$ cat src/rtl/trc_pkg.sv
package trc_pkg;
  localparam logic [5:0] OFS_ID    = 6'h00;
  localparam logic [5:0] OFS_CTRL  = 6'h04;
  localparam logic [5:0] OFS_STAT  = 6'h08;
  localparam logic [5:0] OFS_DATA  = 6'h0C;
  localparam logic [5:0] OFS_ADDR  = 6'h10;
  localparam logic [5:0] OFS_TPC   = 6'h14;
  localparam logic [5:0] OFS_PCM   = 6'h18;
  localparam logic [5:0] OFS_DCNT  = 6'h1C;
  localparam logic [5:0] OFS_WSTRT = 6'h20;
  localparam logic [5:0] OFS_WEND  = 6'h24;

  // control bit positions
  localparam int C_EN     = 0;
  localparam int C_STOP   = 1;
  localparam int C_SRC_PC = 2;
  localparam int C_SRC_PT = 4;
  localparam int C_SRC_CT = 5;
  localparam int C_UNIT   = 9;
  localparam int C_PT_TRG = 16;
  localparam int C_PT_DON = 17;
  localparam int C_CT_TRG = 20;
  localparam int C_CT_DON = 21;

  typedef enum logic [1:0] {
    ST_IDLE  = 2'd0,
    ST_CAPT  = 2'd1,
    ST_DELAY = 2'd2,
    ST_DONE  = 2'd3
  } trc_state_e;
endpackage

$ cat src/rtl/trc_pc_match.sv
module trc_pc_match (
  input  logic [31:0] pc_i,
  input  logic [31:0] ref_i,
  input  logic [4:0]  ign_i,
  input  logic        inv_i,
  output logic        hit_o
);
  logic [31:0] keep;
  logic        in_rng;

  assign keep   = 32'hFFFF_FFFF << ign_i;
  assign in_rng = ((pc_i ^ ref_i) & keep) == 32'h0;
  assign hit_o  = in_rng ^ inv_i;
endmodule

$ cat src/rtl/trc_addr_gen.sv
module trc_addr_gen #(
  parameter int ADDR_W = 10,
  parameter int WRAP_W = 10
) (
  input  logic              clk_i,
  input  logic              rst_ni,
  input  logic              restart_i,
  input  logic              clr_sat_i,
  input  logic              adv_i,
  input  logic [ADDR_W-1:0] start_i,
  input  logic [ADDR_W-1:0] end_i,
  output logic [ADDR_W-1:0] addr_o,
  output logic [WRAP_W-1:0] wrap_o,
  output logic              sat_o
);
  localparam logic [WRAP_W-1:0] WRAP_MAX = '1;

  logic at_end;
  assign at_end = addr_o == end_i;

  always_ff @(posedge clk_i or negedge rst_ni) begin
    if (!rst_ni) begin
      addr_o <= '0;
      wrap_o <= '0;
      sat_o  <= 1'b0;
    end else if (restart_i) begin
      addr_o <= start_i;
      wrap_o <= '0;
      sat_o  <= 1'b0;
    end else begin
      if (clr_sat_i) sat_o <= 1'b0;
      if (adv_i) begin
        if (at_end) begin
          addr_o <= start_i;
          wrap_o <= wrap_o + 1'b1;
          if (wrap_o == WRAP_MAX && !clr_sat_i) sat_o <= 1'b1;
        end else begin
          addr_o <= addr_o + 1'b1;
        end
      end
    end
  end
endmodule

$ cat src/rtl/trc_delay_cnt.sv
module trc_delay_cnt #(
  parameter int DCNT_W = 16
) (
  input  logic              clk_i,
  input  logic              rst_ni,
  input  logic              load_i,
  input  logic [DCNT_W-1:0] load_val_i,
  input  logic              dec_i,
  output logic [DCNT_W-1:0] cnt_o
);
  always_ff @(posedge clk_i or negedge rst_ni) begin
    if (!rst_ni)                     cnt_o <= '0;
    else if (load_i)                 cnt_o <= load_val_i;
    else if (dec_i && cnt_o != '0)   cnt_o <= cnt_o - 1'b1;
  end
endmodule

$ cat src/rtl/trc_stop_ctrl.sv
module trc_stop_ctrl
  import trc_pkg::*;
#(
  parameter int          ADDR_W   = 10,
  parameter int          WRAP_W   = 10,
  parameter int          DCNT_W   = 16,
  parameter logic [31:0] ID_VALUE = 32'h7ACE_0010
) (
  input  logic              clk_i,
  input  logic              rst_ni,
  input  logic              bus_en_i,
  input  logic              bus_we_i,
  input  logic [5:0]        bus_addr_i,
  input  logic [31:0]       bus_wdata_i,
  output logic [31:0]       bus_rdata_o,
  input  logic              trc_valid_i,
  input  logic [31:0]       trc_data_i,
  input  logic              insn_retire_i,
  input  logic [31:0]       pc_i,
  input  logic              proc_trig_i,
  input  logic              xtrig_i,
  output logic              mem_we_o,
  output logic [ADDR_W-1:0] mem_addr_o,
  output logic [31:0]       mem_wdata_o,
  output logic              proc_trig_o,
  output logic              xtrig_o
);
  localparam int          MEMSZ  = ADDR_W + 2;
  localparam int          APAD_W = 21 - ADDR_W;
  localparam logic [4:0]  MEMSZ5 = 5'(MEMSZ);

  // control fields
  logic ctl_en, src_pc, src_pt, src_ct, unit_insn;
  logic pt_on_trg, pt_on_don, ct_on_trg, ct_on_don;
  logic [ADDR_W-1:0] wstrt_q, wend_q;
  logic [31:0]       tpc_q, last_q;
  logic [4:0]        pcm_ign_q;
  logic              pcm_inv_q;

  trc_state_e state_q, state_d;
  logic trig_q, cause_pc_q, cause_pt_q, cause_ct_q;
  logic pto_q, cto_q;

  logic wr_any, wr_ctrl, en_rise, en_fall, sw_stop;
  logic pcm_hit, hit_pc, hit_pt, hit_ct, trig_fire;
  logic st_capt, st_delay, active, unit_evt, done_evt;
  logic dcnt_ld;
  logic [DCNT_W-1:0] dcnt;
  logic [ADDR_W-1:0] waddr;
  logic [WRAP_W-1:0] wrap;
  logic              sat;

  assign wr_any  = bus_en_i & bus_we_i;
  assign wr_ctrl = wr_any & (bus_addr_i == OFS_CTRL);
  assign en_rise = wr_ctrl &  bus_wdata_i[C_EN] & ~ctl_en;
  assign en_fall = wr_ctrl & ~bus_wdata_i[C_EN] &  ctl_en;
  assign sw_stop = wr_ctrl &  bus_wdata_i[C_STOP];
  assign dcnt_ld = wr_any & (bus_addr_i == OFS_DCNT);

  always_ff @(posedge clk_i or negedge rst_ni) begin
    if (!rst_ni) begin
      {ctl_en, src_pc, src_pt, src_ct, unit_insn} <= '0;
      {pt_on_trg, pt_on_don, ct_on_trg, ct_on_don} <= '0;
      wstrt_q   <= '0;
      wend_q    <= '0;
      tpc_q     <= '0;
      pcm_ign_q <= '0;
      pcm_inv_q <= 1'b0;
    end else if (wr_any) begin
      unique case (bus_addr_i)
        OFS_CTRL: begin
          ctl_en    <= bus_wdata_i[C_EN];
          src_pc    <= bus_wdata_i[C_SRC_PC];
          src_pt    <= bus_wdata_i[C_SRC_PT];
          src_ct    <= bus_wdata_i[C_SRC_CT];
          unit_insn <= bus_wdata_i[C_UNIT];
          pt_on_trg <= bus_wdata_i[C_PT_TRG];
          pt_on_don <= bus_wdata_i[C_PT_DON];
          ct_on_trg <= bus_wdata_i[C_CT_TRG];
          ct_on_don <= bus_wdata_i[C_CT_DON];
        end
        OFS_TPC:   tpc_q <= bus_wdata_i;
        OFS_PCM: begin
          pcm_ign_q <= bus_wdata_i[4:0];
          pcm_inv_q <= bus_wdata_i[31];
        end
        OFS_WSTRT: wstrt_q <= bus_wdata_i[ADDR_W-1:0];
        OFS_WEND:  wend_q  <= bus_wdata_i[ADDR_W-1:0];
        default: ;
      endcase
    end
  end

  trc_pc_match u_pcm (
    .pc_i  (pc_i),
    .ref_i (tpc_q),
    .ign_i (pcm_ign_q),
    .inv_i (pcm_inv_q),
    .hit_o (pcm_hit)
  );

  assign st_capt   = state_q == ST_CAPT;
  assign st_delay  = state_q == ST_DELAY;
  assign active    = st_capt | st_delay;
  assign hit_pc    = src_pc & insn_retire_i & pcm_hit;
  assign hit_pt    = src_pt & proc_trig_i;
  assign hit_ct    = src_ct & xtrig_i;
  assign trig_fire = st_capt & ~en_fall & (sw_stop | hit_pc | hit_pt | hit_ct);

  assign mem_we_o    = trc_valid_i & active;
  assign mem_addr_o  = waddr;
  assign mem_wdata_o = trc_data_i;
  assign unit_evt    = unit_insn ? insn_retire_i : mem_we_o;

  trc_delay_cnt #(.DCNT_W(DCNT_W)) u_dly (
    .clk_i      (clk_i),
    .rst_ni     (rst_ni),
    .load_i     (dcnt_ld),
    .load_val_i (bus_wdata_i[DCNT_W-1:0]),
    .dec_i      (st_delay & unit_evt),
    .cnt_o      (dcnt)
  );

  trc_addr_gen #(.ADDR_W(ADDR_W), .WRAP_W(WRAP_W)) u_agen (
    .clk_i     (clk_i),
    .rst_ni    (rst_ni),
    .restart_i (en_rise),
    .clr_sat_i (en_fall),
    .adv_i     (mem_we_o),
    .start_i   (wstrt_q),
    .end_i     (wend_q),
    .addr_o    (waddr),
    .wrap_o    (wrap),
    .sat_o     (sat)
  );

  always_comb begin
    state_d  = state_q;
    done_evt = 1'b0;
    if (en_fall) begin
      state_d = ST_IDLE;
    end else if (en_rise) begin
      state_d = ST_CAPT;
    end else begin
      unique case (state_q)
        ST_CAPT: if (trig_fire) begin
          if (dcnt == '0) begin
            state_d  = ST_DONE;
            done_evt = 1'b1;
          end else begin
            state_d = ST_DELAY;
          end
        end
        ST_DELAY: if (dcnt == '0 || (unit_evt && dcnt == DCNT_W'(1))) begin
          state_d  = ST_DONE;
          done_evt = 1'b1;
        end
        default: ;
      endcase
    end
  end

  always_ff @(posedge clk_i or negedge rst_ni) begin
    if (!rst_ni) begin
      state_q <= ST_IDLE;
      {trig_q, cause_pc_q, cause_pt_q, cause_ct_q} <= '0;
      pto_q   <= 1'b0;
      cto_q   <= 1'b0;
      last_q  <= '0;
    end else begin
      state_q <= state_d;
      if (mem_we_o) last_q <= trc_data_i;
      if (en_fall) begin
        {trig_q, cause_pc_q, cause_pt_q, cause_ct_q} <= '0;
        pto_q <= 1'b0;
        cto_q <= 1'b0;
      end else begin
        if (trig_fire) begin
          trig_q <= 1'b1;
          if (hit_pc) cause_pc_q <= 1'b1;
          if (hit_pt) cause_pt_q <= 1'b1;
          if (hit_ct) cause_ct_q <= 1'b1;
        end
        if ((trig_fire & pt_on_trg) | (done_evt & pt_on_don)) pto_q <= 1'b1;
        if ((trig_fire & ct_on_trg) | (done_evt & ct_on_don)) cto_q <= 1'b1;
      end
    end
  end

  assign proc_trig_o = pto_q;
  assign xtrig_o     = cto_q;

  logic [31:0] ctrl_rd, stat_rd;
  always_comb begin
    ctrl_rd           = '0;
    ctrl_rd[C_EN]     = ctl_en;
    ctrl_rd[C_SRC_PC] = src_pc;
    ctrl_rd[C_SRC_PT] = src_pt;
    ctrl_rd[C_SRC_CT] = src_ct;
    ctrl_rd[C_UNIT]   = unit_insn;
    ctrl_rd[C_PT_TRG] = pt_on_trg;
    ctrl_rd[C_PT_DON] = pt_on_don;
    ctrl_rd[C_CT_TRG] = ct_on_trg;
    ctrl_rd[C_CT_DON] = ct_on_don;
    stat_rd = {14'b0, cto_q, pto_q, 3'b0, MEMSZ5, 2'b0,
               cause_ct_q, cause_pt_q, 1'b0, cause_pc_q, trig_q, active};
  end

  always_comb begin
    unique case (bus_addr_i)
      OFS_ID:    bus_rdata_o = ID_VALUE;
      OFS_CTRL:  bus_rdata_o = ctrl_rd;
      OFS_STAT:  bus_rdata_o = stat_rd;
      OFS_DATA:  bus_rdata_o = last_q;
      OFS_ADDR:  bus_rdata_o = {sat, wrap, {APAD_W{1'b0}}, waddr};
      OFS_TPC:   bus_rdata_o = tpc_q;
      OFS_PCM:   bus_rdata_o = {pcm_inv_q, 26'b0, pcm_ign_q};
      OFS_DCNT:  bus_rdata_o = 32'(dcnt);
      OFS_WSTRT: bus_rdata_o = 32'(wstrt_q);
      OFS_WEND:  bus_rdata_o = 32'(wend_q);
      default:   bus_rdata_o = '0;
    endcase
  end

  logic unused_wdata;
  assign unused_wdata = ^{bus_wdata_i, bus_en_i};
endmodule

$ cat config.mk
export PLATFORM = sky130hd
export DESIGN_NAME = trc_stop_ctrl
export DESIGN_NICKNAME = d
export VERILOG_FILES = /design/src/rtl/trc_pkg.sv /design/src/rtl/trc_pc_match.sv /design/src/rtl/trc_addr_gen.sv /design/src/rtl/trc_delay_cnt.sv /design/src/rtl/trc_stop_ctrl.sv
export SDC_FILE = /design/constraint.sdc
export NUM_CORES = 1
export LEC_CHECK = 0
export BUFFER_PORTS_ARGS = -buffer_cell sky130_fd_sc_hd__buf_2
export CAP_MARGIN = 5
export CORE_AREA = 8 8 136 138
export CTS_CLUSTER_DIAMETER = 30
export CTS_CLUSTER_SIZE = 12
export DETAILED_ROUTE_END_ITERATION = 16
export DIE_AREA = 0 0 144 146
export PLACE_DENSITY = 0.75
export REMOVE_ABC_BUFFERS = 1
export SLEW_MARGIN = 10
export SYNTH_ARGS = -nofsm -noshare
export SYNTH_HDL_FRONTEND = slang
export SYNTH_SLANG_ARGS = --single-unit
$ cat constraint.sdc
create_clock -name clk_i -period 4.3 [get_ports clk_i]
set_input_delay 0.86 -clock clk_i [delete_from_list [all_inputs] [get_ports clk_i]]
set_output_delay 0.86 -clock clk_i [all_outputs]
set_load 0.03 [all_outputs]
==> impl_metrics.ini, run 1 <==
[sta]
fmaxAchievable_mhz = 276
clock_skew_ns = 0.00897
min_period_over_period_pct = 84.4
hold_viol = 0
drv_slew = 0
slew_headroom_pct = 35.9
tns_ns = 0
rsz0062_at_grt = false
min_period_ns = 3.63
setup-violations-final = 0
worstMarginPinSlew_ns = 0.962

[route]
antenna_left = 0
drtPass1Iterations = 8
routed_wl_mm = 25.2
first_iter_violations = 714
wl_per_cell_microns = 20.4
drc = 0
vias = 7146
vias_per_cell = 5.79

[synthesis]
ys_ff_latch = 144
postSynthCellCount = 854
yosys_warnings = 0
ys_top_cells_by_area = dfrtp_1 45%, mux2_2 9.1%, nand2_1 7.3%, xor2_1 4.9%, a22oi_1 3.6%
yosysMostFrequentCell = nand2_1
ys_async_sr_fraction_pct = 100
synth_top_area_share_pct = 44.9
synth_area_sq_um = 8030
ys.flop_type = dfrtp_1
synth_commonest_cells = 157 x nand2_1, 144 x dfrtp_1, 65 x mux2_2, 56 x nor2_1, 46 x a21oi_1
synth_cell_type_count = 56
synth.yosys.seq_area_share_pct = 44.9
synth_edf_count = 0
synth_largest_area_cell = dfrtp_1
syn-mean-instance-area_sq_um = 9.41

[pwr]
power_mw = 4.86
vdd_drop_max_v = 0.000367
p_leak_nw = 4.88
powerDensity_nw_per_um2 = 504

[floorplan]
die_h_microns = 146
core-area_sq_um = 16300
row_count = 47
die_w_microns = 144
initial_core_util_pct = 49.3
ioPinCount = 187
dieArea_sq_um = 21000

[worst_setup_path]
crit_fanout = 15
cp_slowest_cell = or4_1
r2r_end = u_dly.cnt_o[14]
r2r-start = state_q[0]
cp-start-kind = input pin
worstPathCellList = buf_2 -> or4_1 -> or3_1 -> o21ai_0 -> a221o_1 -> buf_2
reg2reg_slack_ns = 0.86
critical_path.most_common_cell = buf_2
crit_required_ns = 3.44
path_class = input pin to output port
setup.worst_path.start = bus_addr_i[2]
cp.arrival_ns = 2.77
worstRegToRegCells = 12
critPathMaxStageDelay_ns = 0.59
end_kind = output port

[finish]
instances_no_fill = 1235
multi_input_area_sq_um = 3970
finalInstanceArea_sq_um = 9660
nets = 1118
diodes = 0
utilization_pct = 59.3
n_fill_cell = 1430
area_growth_pct = 20.2
regArea_sq_um = 3600
drive_gt1_share_pct = 30.2

[clocking]
postCtsSetupBuffers = 0
tritoncts = yes
clock_latency_ns = 0.43
cts_root_buf = clkbuf_16
cts_resized = 0
clkSinkCount = 144
cts_htree_levels = 4
ctsHoldBuffers = 0
cts_buffer_depth = 2
clk_pin_slew_ns = 0.06
cts_made_buffers = 17

[global_route]
grt_pass1_vias = 7376
grt_max_degree = 102
grt_pass1_wl_mm = 39.4
antenna_found_initial = 0
grt_use_total_pct = 24.4
grt_overflow_total = 0

[placed_design]
placed_cells = 1203
dpl_cell_area_sq_um = 9020
gp_congestion = 0.944
hpwl_mm = 18.8
port_buffers = 186

[outcome]
status = complete, no violations

[min_path]
whs_endpoint = last_q[11]
hold_path_class = flop to flop
min_path_cells = 2
hold_path.startpoint = last_q[11]

[flow_run]
drv_cap = 0
-- metrics by stage --
step	setup WS, ns	hold WS, ns
2_1_floorplan	0.282	0.440
5_1_grt	0.607	0.487
3_5_place_dp	0.617	0.458
3_3_place_gp	0.690	0.456
4_1_cts	0.686	0.473
6_report	0.671	0.469
-- placed cells by master, fill, tap and decap left out, types with 30 or more instances in the layout --
| cell | instances |
|---|---|
| nor2_1 | 54 |
| buf_2 | 185 |
| nand3_1 | 30 |
| a22oi_1 | 39 |
| mux2_2 | 65 |
| nand2_1 | 157 |
| dfrtp_1 | 144 |
| a21oi_1 | 46 |
| xor2_1 | 45 |
| o21ai_0 | 34 |
-- final cells by class --
class                           instances  share of cell area, %
Timing Repair Buffer                  204                   11.5
Multi-Input combinational cell        620                   41.2
Tap cell                              220                   2.85
Sequential cell                       144                   37.3
Clock buffer                           22                   4.70
Inverter                               15                  0.583
Clock inverter                         10                   1.90
-- flip-flops by register name (all words and copies together), names as in the netlist, 5 cells and up --
| signal | count |
|---|---|
| last_q | 32 |
| pcm_ign_q | 5 |
| tpc_q | 32 |
| u_agen.addr_o | 10 |
| u_agen.wrap_o | 10 |
| u_dly.cnt_o | 16 |
| wend_q | 10 |
| wstrt_q | 10 |
-- worst max-delay path, delay by kind of cell --
| kind | cells | cell delay, ns |
|---|---|---|
| AOI/OAI and AO/OA | 2 | 0.36 |
| buffers and inverters | 2 | 0.40 |
| and+or+nand+nor | 2 | 1.14 |
-- metal layers --
layer / GRT usage (%) / wire (microns) / up-vias
li1: - / - / 3293
met1: 30.5 / 10100 / 3395
met2: 38.2 / 11700 / 396
met5: 0 / 0 / -
met3: 7.09 / 2470 / 62
met4: 10.3 / 889 / 0
-- how the worst max path moves through the flow --
stage                       endpoint  cells past startpoint
floorplan                   tpc_q[0]                      4
CTS                  bus_rdata_o[17]                      6
finish               bus_rdata_o[17]                      6
global route         bus_rdata_o[31]                      9
detailed placement  u_agen.wrap_o[6]                      9
global placement    u_agen.wrap_o[6]                      9
-- where the power goes --
group / total [mW] / internal (mW) / switching (mW)
registers: 2.06 / 1.68 / 0.382
logic: 1.19 / 0.467 / 0.721
clock network: 1.61 / 1.04 / 0.568
total: 4.86 / 3.19 / 1.67
-- kinds of logic after synthesis --
kind of cell / Yosys count / share of synthesized area, %
flops: 144 / 44.9
simple gates: 309 / 17.7
xor+xnor: 64 / 6.98
compound gates: 170 / 14.0
buf+inv: 90 / 5.75
mux: 71 / 9.86
fa+ha+maj: 6 / 0.934
No activity file was read; power rests on OpenSTA's default activity.
==> run 2: changes to the inputs <==
- ABC_AREA: unset -> 1
- CORE_AREA: 8 8 136 138 -> 8 8 139 141
- DIE_AREA: 0 0 144 146 -> 0 0 147 149
- clock period: 4.3 -> 3.5 ns (I/O delays scaled with it)
==> run 2 against run 1 <==
Against the previous run:
- non-clock buffer count unchanged
- first-iteration DRC count up 24%
- largest power group unchanged
- utilization down 0.59 points
- clock power up 20%
- flip-flop and latch count unchanged
- clock skew about the same
- worst hold slack worse by 0.25 ns
- combinational power up 56%
- largest cell class unchanged
- critical path type unchanged
==> impl_metrics.ini, run 2 <==
[synthesis]
ys.flop_type = dfrtp_1
yosys_warnings = 0
yosysMostFrequentCell = nand2_1
synth_cell_type_count = 41
postSynthCellCount = 1107
synth_area_sq_um = 8390
ys_ff_latch = 144
synth_commonest_cells = 338 x nand2_1, 144 x dfrtp_1, 125 x inv_1, 82 x nor2_1, 81 x o21ai_0
ys_async_sr_fraction_pct = 100
synth_top_area_share_pct = 43.0
synth_edf_count = 0
ys_top_cells_by_area = dfrtp_1 43%, nand2_1 15%, inv_1 5.6%, o21ai_0 4.8%, nor2_1 3.7%
synth.yosys.seq_area_share_pct = 43.0
syn-mean-instance-area_sq_um = 7.58
synth_largest_area_cell = dfrtp_1

[finish]
final_cell_mix = 337 x nand2_1, 185 x buf_2, 144 x dfrtp_1, 125 x inv_1, 82 x nor2_1
final_common_cell = nand2_1
top_regs = last_q x32, tpc_q x32, u_dly.cnt_o x16
drive_gt1_share_pct = 21.2
n_fill_cell = 1577
nets = 1381
area_growth_pct = 19.3
finalInstanceArea_sq_um = 10000

[clocking]
ctsHoldBuffers = 0
cts_made_buffers = 17
cts_buffer_depth = 2
cts_htree_levels = 4
clock_latency_ns = 0.44
tritoncts = yes
clk_pin_slew_ns = 0.06
cts_resized = 0
postCtsSetupBuffers = 0
cts_root_buf = clkbuf_16
clkSinkCount = 144

[route]
vias_per_cell = 5.47
drtPass1Iterations = 7
wl_per_cell_microns = 18.8
vias = 8233
drc = 0
routed_wl_mm = 28.3
antenna_left = 0
first_iter_violations = 886

[floorplan]
die_h_microns = 149
row_count = 48
dieArea_sq_um = 21900
ioPinCount = 187
core-area_sq_um = 17100
initial_core_util_pct = 49.2
die_w_microns = 147

[global_route]
grt_max_degree = 62
antenna_found_initial = 3
grt_use_total_pct = 25.3
grt_overflow_total = 0
grt_pass1_wl_mm = 43.2
grt_pass1_vias = 7989

[min_path]
hold_path_class = input pin to asynchronous set/reset pin

[flow_run]
drv_cap = 0

[placed_design]
hpwl_mm = 21.3
port_buffers = 186
gp_congestion = 0.948
dpl_cell_area_sq_um = 9380

[worst_setup_path]
crit_required_ns = 2.80
cp-start-kind = input pin
end_kind = output port
crit_fanout = 13
worstRegToRegCells = 13
path_class = input pin to output port
cp.arrival_ns = 2.41

[pwr]
power_mw = 6.32
vdd_drop_max_v = 0.000384
powerDensity_nw_per_um2 = 631
p_leak_nw = 5.38

[sta]
drv_slew = 0
clock_skew_ns = 0.00908
slew_headroom_pct = 57.6
rsz0062_at_grt = false
fmaxAchievable_mhz = 322
setup-violations-final = 0
tns_ns = 0
worstMarginPinSlew_ns = 0.634
whs_ns = 0.218
min_period_ns = 3.11
hold_viol = 0
min_period_over_period_pct = 88.8

[outcome]
status = complete, no violations
==> run 2: final cells by class <==
| cell class | count | area (sq um) | share of cell area (%) |
|---|---|---|---|
| Multi-Input combinational cell | 769 | 3920 | 39.2 |
| Antenna cell | 3 | 7.51 | 0.0750 |
| Clock inverter | 9 | 129 | 1.29 |
| Clock buffer | 23 | 498 | 4.97 |
| Sequential cell | 144 | 3600 | 36.0 |
| Timing Repair Buffer | 204 | 1080 | 10.8 |
| Tap cell | 225 | 282 | 2.81 |
| Inverter | 129 | 484 | 4.84 |
==> run 2: report_power, final <==
group          switching [mW]  leakage [nW]  internal, mW
combinational            1.23          3.32         0.635
clock                   0.726         0.305          1.21
sequential              0.418          1.76          2.10
==> run 2: cell families after synthesis <==
logic type / count (synthesis) / share of synthesized area (%)
xor gates and xnor gates: 32 / 3.34
DFF: 144 / 43.0
AOI/OAI and AO/OA: 212 / 15.5
buffers and inverters: 194 / 10.3
muxes: 15 / 2.01
adders and majority gates: 6 / 0.895
and+or+nand+nor: 504 / 25.0
==> run 2: worst max-delay path, cell delays in order <==
cell       delay [ns]
buf_2            0.09
or2_4            0.27
nor3_1           0.20
inv_1            0.11
nor2_2           0.11
inv_1            0.23
o22ai_1          0.20
a21oi_1          0.06
o2111ai_1        0.15
buf_2            0.27
==> run 2: worst paths after layout <==
check                         startpoint  slack [ns]         endpoint
max                        bus_addr_i[1]        0.39   bus_rdata_o[3]
min                               rst_ni        0.22       last_q[21]
max reg2reg                   state_q[0]        0.71  u_dly.cnt_o[14]
min reg2reg                   last_q[17]        0.48       last_q[17]
max in group asynchronous         rst_ni        2.45        tpc_q[31]
min in group clk_i         trc_data_i[5]        0.47        last_q[5]
==> run 2: stage by stage <==
stage	setup WS, ns	std cells	util [%]
2_1_floorplan	0.213	1042	-
5_1_grt	0.234	1505	58.7
4_1_cts	0.423	1503	58.6
3_3_place_gp	0.455	1471	55.0
6_report	0.392	1506	58.7
3_5_place_dp	0.430	1471	55.0
==> run 2: layer usage <==
metal | global-route usage (%) | share of wire, % | up-vias
li1 | - | - | 3920
met1 | 31.8 | 42 | 3831
met2 | 40.1 | 45 | 406
met3 | 7.13 | 9.4 | 74
met4 | 11.1 | 3.4 | 2
met5 | 0 | 0.035 | -
